File: config.mk
export PLATFORM = sky130hd
export DESIGN_NAME = twowire_mem_slave
export DESIGN_NICKNAME = d
export VERILOG_FILES = /design/src/rtl/twm_pkg.sv /design/src/rtl/twm_sync.sv /design/src/rtl/twm_bus_events.sv /design/src/rtl/twm_match.sv /design/src/rtl/twowire_mem_slave.sv
export SDC_FILE = /design/constraint.sdc
export NUM_CORES = 1
export LEC_CHECK = 0
export ABC_AREA = 1
export BUFFER_PORTS_ARGS = -buffer_cell sky130_fd_sc_hd__buf_2
export CAP_MARGIN = 10
export CORE_MARGIN = 2
export CORE_UTILIZATION = 58
export CTS_BUF_LIST = sky130_fd_sc_hd__clkbuf_8
export CTS_CLUSTER_DIAMETER = 40
export DETAILED_ROUTE_END_ITERATION = 12
export GPL_TIMING_DRIVEN = 0
export PLACE_DENSITY_LB_ADDON = 0.1
export RECOVER_POWER = 25
export SYNTH_ARGS = -nofsm -noshare
export SYNTH_HDL_FRONTEND = slang
export SYNTH_SLANG_ARGS = --single-unit
export TNS_END_PERCENT = 10
File: constraint.sdc
create_clock -name clk -period 2.1 [get_ports clk]
set_clock_uncertainty 0.05 [all_clocks]
set_input_delay 0 -clock clk [delete_from_list [all_inputs] [get_ports clk]]
set_output_delay 0 -clock clk [all_outputs]
set_load 0.005 [all_outputs]
File: src/rtl/twm_pkg.sv
package twm_pkg;
    typedef enum logic [3:0] {
        ST_IDLE,
        ST_DEV,
        ST_DEV_ACK,
        ST_WADDR,
        ST_WADDR_ACK,
        ST_WDATA,
        ST_WDATA_ACK,
        ST_RD_FETCH,
        ST_RD_LOAD,
        ST_RDATA,
        ST_RD_ACK,
        ST_RD_NEXT
    } twm_state_e;
endpackage

File: src/rtl/twm_sync.sv
module twm_sync #(
    parameter int W      = 2,
    parameter int STAGES = 2
) (
    input  logic         clk,
    input  logic         rst_n,
    input  logic [W-1:0] d,
    output logic [W-1:0] q
);
    logic [W-1:0] pipe [STAGES];

    always_ff @(posedge clk or negedge rst_n) begin
        if (!rst_n) pipe[0] <= '1;
        else        pipe[0] <= d;
    end

    for (genvar s = 1; s < STAGES; s++) begin : g_stage
        always_ff @(posedge clk or negedge rst_n) begin
            if (!rst_n) pipe[s] <= '1;
            else        pipe[s] <= pipe[s-1];
        end
    end

    assign q = pipe[STAGES-1];
endmodule

File: src/rtl/twm_bus_events.sv
module twm_bus_events (
    input  logic clk,
    input  logic rst_n,
    input  logic scl_s,
    input  logic sda_s,
    output logic scl_rise,
    output logic scl_fall,
    output logic start_det,
    output logic stop_det
);
    logic scl_q, sda_q;

    always_ff @(posedge clk or negedge rst_n) begin
        if (!rst_n) begin
            scl_q <= 1'b1;
            sda_q <= 1'b1;
        end else begin
            scl_q <= scl_s;
            sda_q <= sda_s;
        end
    end

    assign scl_rise  = scl_s & ~scl_q;
    assign scl_fall  = ~scl_s & scl_q;
    assign start_det = scl_s & scl_q & sda_q & ~sda_s;
    assign stop_det  = scl_s & scl_q & ~sda_q & sda_s;
endmodule

File: src/rtl/twm_match.sv
module twm_match #(
    parameter int DATA_W = 8
) (
    input  logic [DATA_W-1:0] slave_byte,
    input  logic [2:0]        sel,
    output logic              hit
);
    localparam int TOP = DATA_W - 1;

    assign hit = slave_byte[TOP]
               & (slave_byte[TOP-1] == sel[2])
               & (slave_byte[TOP-2] == ~sel[1])
               & (slave_byte[TOP-3] == sel[0]);
endmodule

File: src/rtl/twowire_mem_slave.sv
module twowire_mem_slave
    import twm_pkg::*;
#(
    parameter int ADDR_W      = 11,
    parameter int DATA_W      = 8,
    parameter int HI_W        = 3,
    parameter int PAGE_W      = 5,
    parameter int SYNC_STAGES = 2
) (
    input  logic              clk,
    input  logic              rst_n,
    input  logic              scl_i,
    input  logic              sda_i,
    output logic              sda_oe,
    input  logic [2:0]        sel_i,
    input  logic              busy_i,
    output logic [ADDR_W-1:0] mem_addr,
    output logic              mem_we,
    output logic [DATA_W-1:0] mem_wdata,
    output logic              mem_re,
    input  logic [DATA_W-1:0] mem_rdata
);
    localparam int CNT_W = $clog2(DATA_W + 1);
    localparam int LO_W  = ADDR_W - HI_W;

    twm_state_e state, state_nx;
    logic [CNT_W-1:0]  cnt;
    logic [DATA_W-1:0] shreg;
    logic [ADDR_W-1:0] addr;
    logic              rw;
    logic              scl_s, sda_s, scl_rise, scl_fall, start_det, stop_det, hit;
    logic              full;

    twm_sync #(.W(2), .STAGES(SYNC_STAGES)) sync_i (
        .clk(clk), .rst_n(rst_n), .d({scl_i, sda_i}), .q({scl_s, sda_s})
    );

    twm_bus_events ev_i (
        .clk(clk), .rst_n(rst_n), .scl_s(scl_s), .sda_s(sda_s),
        .scl_rise(scl_rise), .scl_fall(scl_fall),
        .start_det(start_det), .stop_det(stop_det)
    );

    twm_match #(.DATA_W(DATA_W)) match_i (
        .slave_byte(shreg), .sel(sel_i), .hit(hit)
    );

    assign full = (cnt == CNT_W'(DATA_W));

    // state register
    always_ff @(posedge clk or negedge rst_n) begin
        if (!rst_n) state <= ST_IDLE;
        else        state <= state_nx;
    end

    // next-state logic
    always_comb begin
        state_nx = state;
        if (start_det) begin
            state_nx = ST_DEV;
        end else if (stop_det) begin
            state_nx = ST_IDLE;
        end else begin
            unique case (state)
                ST_IDLE:      state_nx = ST_IDLE;
                ST_DEV:       if (scl_fall && full) state_nx = (hit && !busy_i) ? ST_DEV_ACK : ST_IDLE;
                ST_DEV_ACK:   if (scl_fall) state_nx = rw ? ST_RD_FETCH : ST_WADDR;
                ST_WADDR:     if (scl_fall && full) state_nx = ST_WADDR_ACK;
                ST_WADDR_ACK: if (scl_fall) state_nx = ST_WDATA;
                ST_WDATA:     if (scl_fall && full) state_nx = ST_WDATA_ACK;
                ST_WDATA_ACK: if (scl_fall) state_nx = ST_WDATA;
                ST_RD_FETCH:  state_nx = ST_RD_LOAD;
                ST_RD_LOAD:   state_nx = ST_RDATA;
                ST_RDATA:     if (scl_fall && cnt == CNT_W'(DATA_W - 1)) state_nx = ST_RD_ACK;
                ST_RD_ACK:    if (scl_rise) state_nx = sda_s ? ST_IDLE : ST_RD_NEXT;
                ST_RD_NEXT:   if (scl_fall) state_nx = ST_RD_FETCH;
                default:      state_nx = ST_IDLE;
            endcase
        end
    end

    // datapath: shift register, bit count, address
    always_ff @(posedge clk or negedge rst_n) begin
        if (!rst_n) begin
            cnt   <= '0;
            shreg <= '0;
            addr  <= '0;
            rw    <= 1'b0;
        end else if (start_det) begin
            cnt <= '0;
        end else begin
            unique case (state)
                ST_DEV, ST_WADDR, ST_WDATA: begin
                    if (scl_rise && !full) begin
                        shreg <= {shreg[DATA_W-2:0], sda_s};
                        cnt   <= cnt + 1'b1;
                    end
                    if (scl_fall && full) begin
                        if (state == ST_DEV && hit && !busy_i) begin
                            addr[ADDR_W-1:LO_W] <= shreg[HI_W:1];
                            rw                  <= shreg[0];
                        end
                        if (state == ST_WADDR) addr[LO_W-1:0] <= shreg[LO_W-1:0];
                        if (state == ST_WDATA)
                            addr <= {addr[ADDR_W-1:PAGE_W], addr[PAGE_W-1:0] + 1'b1};
                    end
                end
                ST_DEV_ACK, ST_WADDR_ACK, ST_WDATA_ACK: begin
                    if (scl_fall) cnt <= '0;
                end
                ST_RD_LOAD: begin
                    shreg <= mem_rdata;
                    cnt   <= '0;
                end
                ST_RDATA: begin
                    if (scl_fall) begin
                        shreg <= {shreg[DATA_W-2:0], 1'b0};
                        cnt   <= cnt + 1'b1;
                    end
                end
                ST_RD_ACK: begin
                    if (scl_rise && !sda_s) addr <= addr + 1'b1;
                end
                default: ;
            endcase
        end
    end

    // outputs
    always_comb begin
        sda_oe = 1'b0;
        mem_we = 1'b0;
        mem_re = 1'b0;
        unique case (state)
            ST_DEV_ACK, ST_WADDR_ACK, ST_WDATA_ACK: sda_oe = 1'b1;
            ST_RDATA:    sda_oe = ~shreg[DATA_W-1];
            ST_RD_FETCH: mem_re = 1'b1;
            ST_WDATA:    mem_we = scl_fall && full && !start_det && !stop_det;
            default: ;
        endcase
    end

    assign mem_addr  = addr;
    assign mem_wdata = shreg;
endmodule

# After elaboration in Yosys (flattened, before gate mapping)

Cells that the tools add are included.

Add/subtract/negate cells: 3
Equal/unequal tests: 35
Muxes and demuxes: 31
Bitwise operators: 17
Reduce and logical (&&, ||, !) cells: 27

Operators by type and width:

| operator                | count |
|---|---|
| $mux W4                 | 15 |
| $pmux W4 S10            | 1 |
| $mux W11                | 3 |
| $ne A4 B4 Y1 const B    | 7 |
| $mux W8                 | 3 |
| $pmux W8 S3             | 1 |
| $pmux W11 S2            | 1 |
| $eq A4 B3 Y1 const B    | 5 |
| $eq A4 B4 Y1 const B    | 5 |
| $pmux W4 S4             | 1 |
| $ne A2 B2 Y1 const B    | 7 |
| $ne A3 B3 Y1 const B    | 4 |
| $reduce_and A4 Y1       | 3 |
| $reduce_and A6 Y1       | 2 |
| $add A11 B1 Y11 const B | 1 |
| $and A1 B1 Y1           | 10 |
| $logic_and A1 B1 Y1     | 9 |
| $eq A4 B2 Y1 const B    | 2 |
| $reduce_and A8 Y1       | 1 |
| $not A1 Y1              | 7 |
| $mux W3                 | 2 |
| $reduce_or A3 Y1        | 2 |
| $add A5 B1 Y5 const B   | 1 |
| $logic_not A1 Y1        | 5 |
| other kinds (12)        | 15 |

Flip-flop bits (word level): 34
Output and inout port bits: 22

# Depth between registers and ports, before layout

Word-level depth: 10
Depth in mapped cells: 11

# By module

A second synthesis with hierarchy kept.

Cell total of the unflattened synthesis: 368
Area, all modules: 2,363.5 um^2

Modules (own cells, without submodules):

| module            | times used | cells each | area an instance (um^2) | seq. area each (um^2) |
|---|---|---|---|---|
| twowire_mem_slave | 1          | 332        | 2,079.5                 | 700.7 |
| twm_sync          | 1          | 6          | 120.1                   | 105.1 |
| twm_bus_events    | 1          | 13         | 93.8                    | 52.6 |
| twm_match         | 1          | 17         | 70.1                    | 0.0 |

# Least setup slack after synthesis

No wires, ideal clock.

Path type: register to register
From: reg sync_i.pipe (netlist bit sync_i.q[1])
To: reg shreg[1] (netlist: mem_wdata[1])
Setup time: 0.126 ns
Arrival time: 1.506 ns
Data required time: 1.924 ns
Setup slack: 0.418 ns
Stages on the path, launching flop included: 9
Buffers on the path: 1
Clock period less this slack: 1.682 ns
Cells stage by stage: dfstp_2 -> nand2_1 -> nor2_1 -> clkinv_1 -> o21ai_1 -> nor3b_4 -> buf_6 -> nand2_1 -> o21ai_0

Word-level cells in the longest chain between the ends: 5
Elaborated cells between the ends (all ways): 11

RTL lines:

| item                                   | line                     | RTL |
|---|---|---|
| start, declared                        | twm_sync.sv:10           | `logic [W-1:0] pipe [STAGES];` |
| start signal, assigned by index        | twm_sync.sv:20           | `else pipe[s] <= pipe[s-1];` |
| $and A1 B1 Y1 (3 in series)            | twm_bus_events.sv:25     | `assign start_det = scl_s & scl_q & sda_q & ~sda_s;` |
| $not A1 Y1 (no source line)            | --                       |  |
| $reduce_and A4 Y1 (no source line) (*) | --                       |  |
| end signal, assigned                   | twowire_mem_slave.sv:95  | `shreg <= {shreg[DATA_W-2:0], sda_s};` |
| end signal, assigned                   | twowire_mem_slave.sv:112 | `shreg <= mem_rdata;` |
| end signal, assigned                   | twowire_mem_slave.sv:117 | `shreg <= {shreg[DATA_W-2:0], 1'b0};` |
| end, declared                          | twowire_mem_slave.sv:28  | `logic [DATA_W-1:0] shreg;` |

Every way passes the cells marked *; elsewhere a longest branch is shown, timed or not.
A chain may end at the register's enable or synchronous reset.

# Worst setup path after layout

From: reg cnt[0]
To: reg shreg[4] (netlist: mem_wdata[4])

Word-level cells in the longest chain between the ends: 5

RTL lines:

| item                               | line                     | RTL |
|---|---|---|
| start, declared                    | twowire_mem_slave.sv:27  | `logic [CNT_W-1:0] cnt;` |
| start signal, assigned             | twowire_mem_slave.sv:96  | `cnt <= cnt + 1'b1;` |
| start signal, assigned             | twowire_mem_slave.sv:118 | `cnt <= cnt + 1'b1;` |
| $eq A4 B4 Y1                       | twowire_mem_slave.sv:48  | `assign full = (cnt == CNT_W'(DATA_W));` |
| $logic_not A1 Y1                   | twowire_mem_slave.sv:94  | `if (scl_rise && !full) begin` |
| $logic_and A1 B1 Y1                | twowire_mem_slave.sv:94  |  |
| $ne A2 B2 Y1 (no source line)      | --                       |  |
| $reduce_and A4 Y1 (no source line) | --                       |  |

No other way between the ends.

==> flow_summary.json <==
{
  "core_area_um2": 3690,
  "path_buf_inv": 2,
  "dieArea_um2": 4370,
  "r2r.worst_path.cells": 8,
  "via_count": 2324,
  "status": "complete, no violations",
  "arrival_ns": 1.97,
  "vias_per_cell": 5.28,
  "wire_per_inst_um": 12.4,
  "critPathMaxStageDelay_ns": 0.42,
  "clk_latency_ns": 0.29,
  "tns_ns": 0,
  "ys_types": 28,
  "fin_crit_ns": 1.86,
  "timing.final.ws_setup_ns": 0.239,
  "die_y_um": 66.1,
  "die_w_um": 66.1,
  "cts_buffers": 5,
  "final-max-slew-violation-count": 0,
  "dpl_cell_area_um2": 2480,
  "finalCritPeriodShare": 0.886,
  "timing.hold.ws_ns": 0.0232,
  "required_ns": 2.21,
  "criticalPathCategory": "flop to flop",
  "stdcell_count": 440,
  "final_area_um2": 2670,
  "grt_pass1_wl_um": 9300,
  "seq_area_frac_synth": 0.384,
  "max_freq_ghz": 0.537,
  "n_antenna_cell": 0,
  "floorplan.initialDensity": 0.606,
  "final_nets": 410,
  "grt_max_degree": 35,
  "async_flop_share": 1.00,
  "start_kind": "flop",
  "postRouteWirelength_um": 5480,
  "ys_seq_elements": 34,
  "rows": 22,
  "crit_fanout": 10,
  "synth-edff-count": 0,
  "root_buffer": "clkbuf_8",
  "io-pin-count": 38,
  "cts_tree": "yes",
  "synth.net_count": 357,
  "cp_cell_sequence": "inv_1 > ha_1 > nand2_1 > nor2_1 > o21ai_0 > nor3b_4 > buf_6 > o21ai_0",
  "crit_family": "simple AND/OR/NAND/NOR gates",
  "fillers": 340,
  "postCtsSetupBuffers": 0,
  "clock-sinks": 34,
  "leakage_nw": 1.41,
  "endpoint_kind": "flop",
  "p_per_area_nw_per_um2": 931,
  "postSynthCellCount": 338,
  "grt-ovfl-total": 0,
  "avgSynthCellArea_um2": 6.62,
  "clkSlewWorstSetupHoldPaths_ns": 0.07,
  "ys.flop_type": "dfrtp_1",
  "utilization": 0.723,
  "drive_gt1_frac": 0.158,
  "dpl.cell_count": 423,
  "report.power.total_mw": 2.48,
  "dp_slack_ns": 0.174,
  "drtIter0Drc": 262,
  "hpwl_um": 4090,
  "area_growth_syn_to_layout_pct": 19.3,
  "syn-cell-area_um2": 2240,
  "cp_common_cell": "o21ai_0",
  "grt_pass1_vias": 2065,
  "dr.pass1.iters": 4,
  "setup_viol": 0,
  "hold_viol": 0,
  "ir_drop_v": 0.000681,
  "hold_path.class": "input pin to flop",
  "port_buffers": 37,
  "route.detailed.drc": 0,
  "drv_cap": 0,
  "tightestPinTransition_ns": 0.844,
  "critical_path_depth": 8,
  "globalRouteTotalUtil": 0.281,
  "antenna_found_initial": 0,
  "clock_path_buffers": 2,
  "gp_congestion": 0.902,
  "slowest_stage": "dfrtp_1",
  "min_path_cells": 5,
  "rsz0062_at_grt": "false",
  "postRouteAntennaNets": 0,
  "yosys_warnings": 0,
  "h-tree-depth": 2,
  "slew_headroom": 0.437
}
## layout make-up
cell class              instances  area (um2)  area share
flip-flops and latches         34         858       0.322
repair buffers                 46         273       0.102
plain buffers                   2        15.0     0.00563
clock buffers                   6        82.6      0.0310
well taps                      48        60.1      0.0225
inverters                      40         150      0.0563
clock inverters                 2        12.5     0.00469
multi-input cells             262        1210       0.456
## path summary, 6_finish.rpt
path | startpoint | slack (ns) | endpoint
min reg2reg | sync_i.pipe[2]$_DFF_PN1_ | 0.31 | sync_i.q[0]$_DFF_PN1_
min | mem_rdata[0] | 0.02 | mem_wdata[0]$_DFFE_PN0P_
max reg2reg | cnt[0]$_DFFE_PN0P_ | 0.24 | mem_wdata[4]$_DFFE_PN0P_
max in group asynchronous | rst_n | 1.18 | mem_wdata[6]$_DFFE_PN0P_
min in group asynchronous | rst_n | 0.29 | mem_addr[8]$_DFFE_PN0P_
max | cnt[0]$_DFFE_PN0P_ | 0.24 | mem_wdata[4]$_DFFE_PN0P_
## cell usage in the layout, fill, tap and decap left out, types with 4 or more instances in the layout
master,n
buf_2,34
nand3b_1,4
clkbuf_8,6
o21ai_0,31
inv_1,37
o21ai_1,4
nand2_1,133
dfrtp_1,28
nand3_1,25
nor2_1,31
dfstp_2,5
dlygate4sd3_1,9
xnor2_1,4
a21oi_1,7
## worst min-delay path, delay by kind of cell
kind	cells	cell delay (ns)
simple gates	2	0.10
compound gates	2	0.14
buf+inv	1	0.08
## synth_stat cells (3+ instances only)
library cell | n | area share
dfstp_2 | 6 | 0.071
inv_1 | 37 | 0.062
nand3_1 | 25 | 0.056
nand3b_1 | 4 | 0.013
o21ai_1 | 4 | 0.0090
nor2_1 | 32 | 0.054
nor3_1 | 3 | 0.0067
nand2_1 | 133 | 0.22
a21oi_1 | 7 | 0.016
nand4_1 | 3 | 0.0084
dfrtp_1 | 28 | 0.31
ha_1 | 3 | 0.017
o21ai_0 | 31 | 0.069
xnor2_1 | 4 | 0.016
## kinds of logic (layout without fill, tap and decap cells)
| logic type | count (synthesis) | after routing | share of synthesized area |
|---|---|---|---|
| buf+inv | 42 | 96 | 0.0739 |
| fa+ha+maj | 3 | 3 | 0.0168 |
| simple gates | 208 | 208 | 0.398 |
| compound gates | 45 | 45 | 0.104 |
| xor+xnor | 6 | 6 | 0.0235 |
| flops | 34 | 34 | 0.384 |
## state kept, by name, summed over array words and instances (netlist names)
name / count
state: 4
mem_addr: 11
mem_wdata: 8
sync_i.pipe: 2
sync_i.q: 2
ev_i.sda_q: 1
ev_i.scl_q: 1
cnt: 4
rw: 1
## timing repair
action | CTS | global route
resized for setup | 0 | 2
hold buffers | 9 | 0
setup endpoints to repair | 0 | 3
endpoints found under the hold margin | 36 | 0
## power breakdown
group	switching, mW	total (mW)	internal (mW)
clock network	0.238	0.501	0.263
logic	0.450	0.838	0.388
registers	0.272	1.14	0.870
## routing by layer
metal	wire length (um)	vias up	global-route usage
met5	0	-	0
met4	117	0	0.110
met3	336	12	0.0596
met2	2430	84	0.425
met1	2600	1055	0.394
li1	-	1173	-
Power figures use the tool's default switching activity.
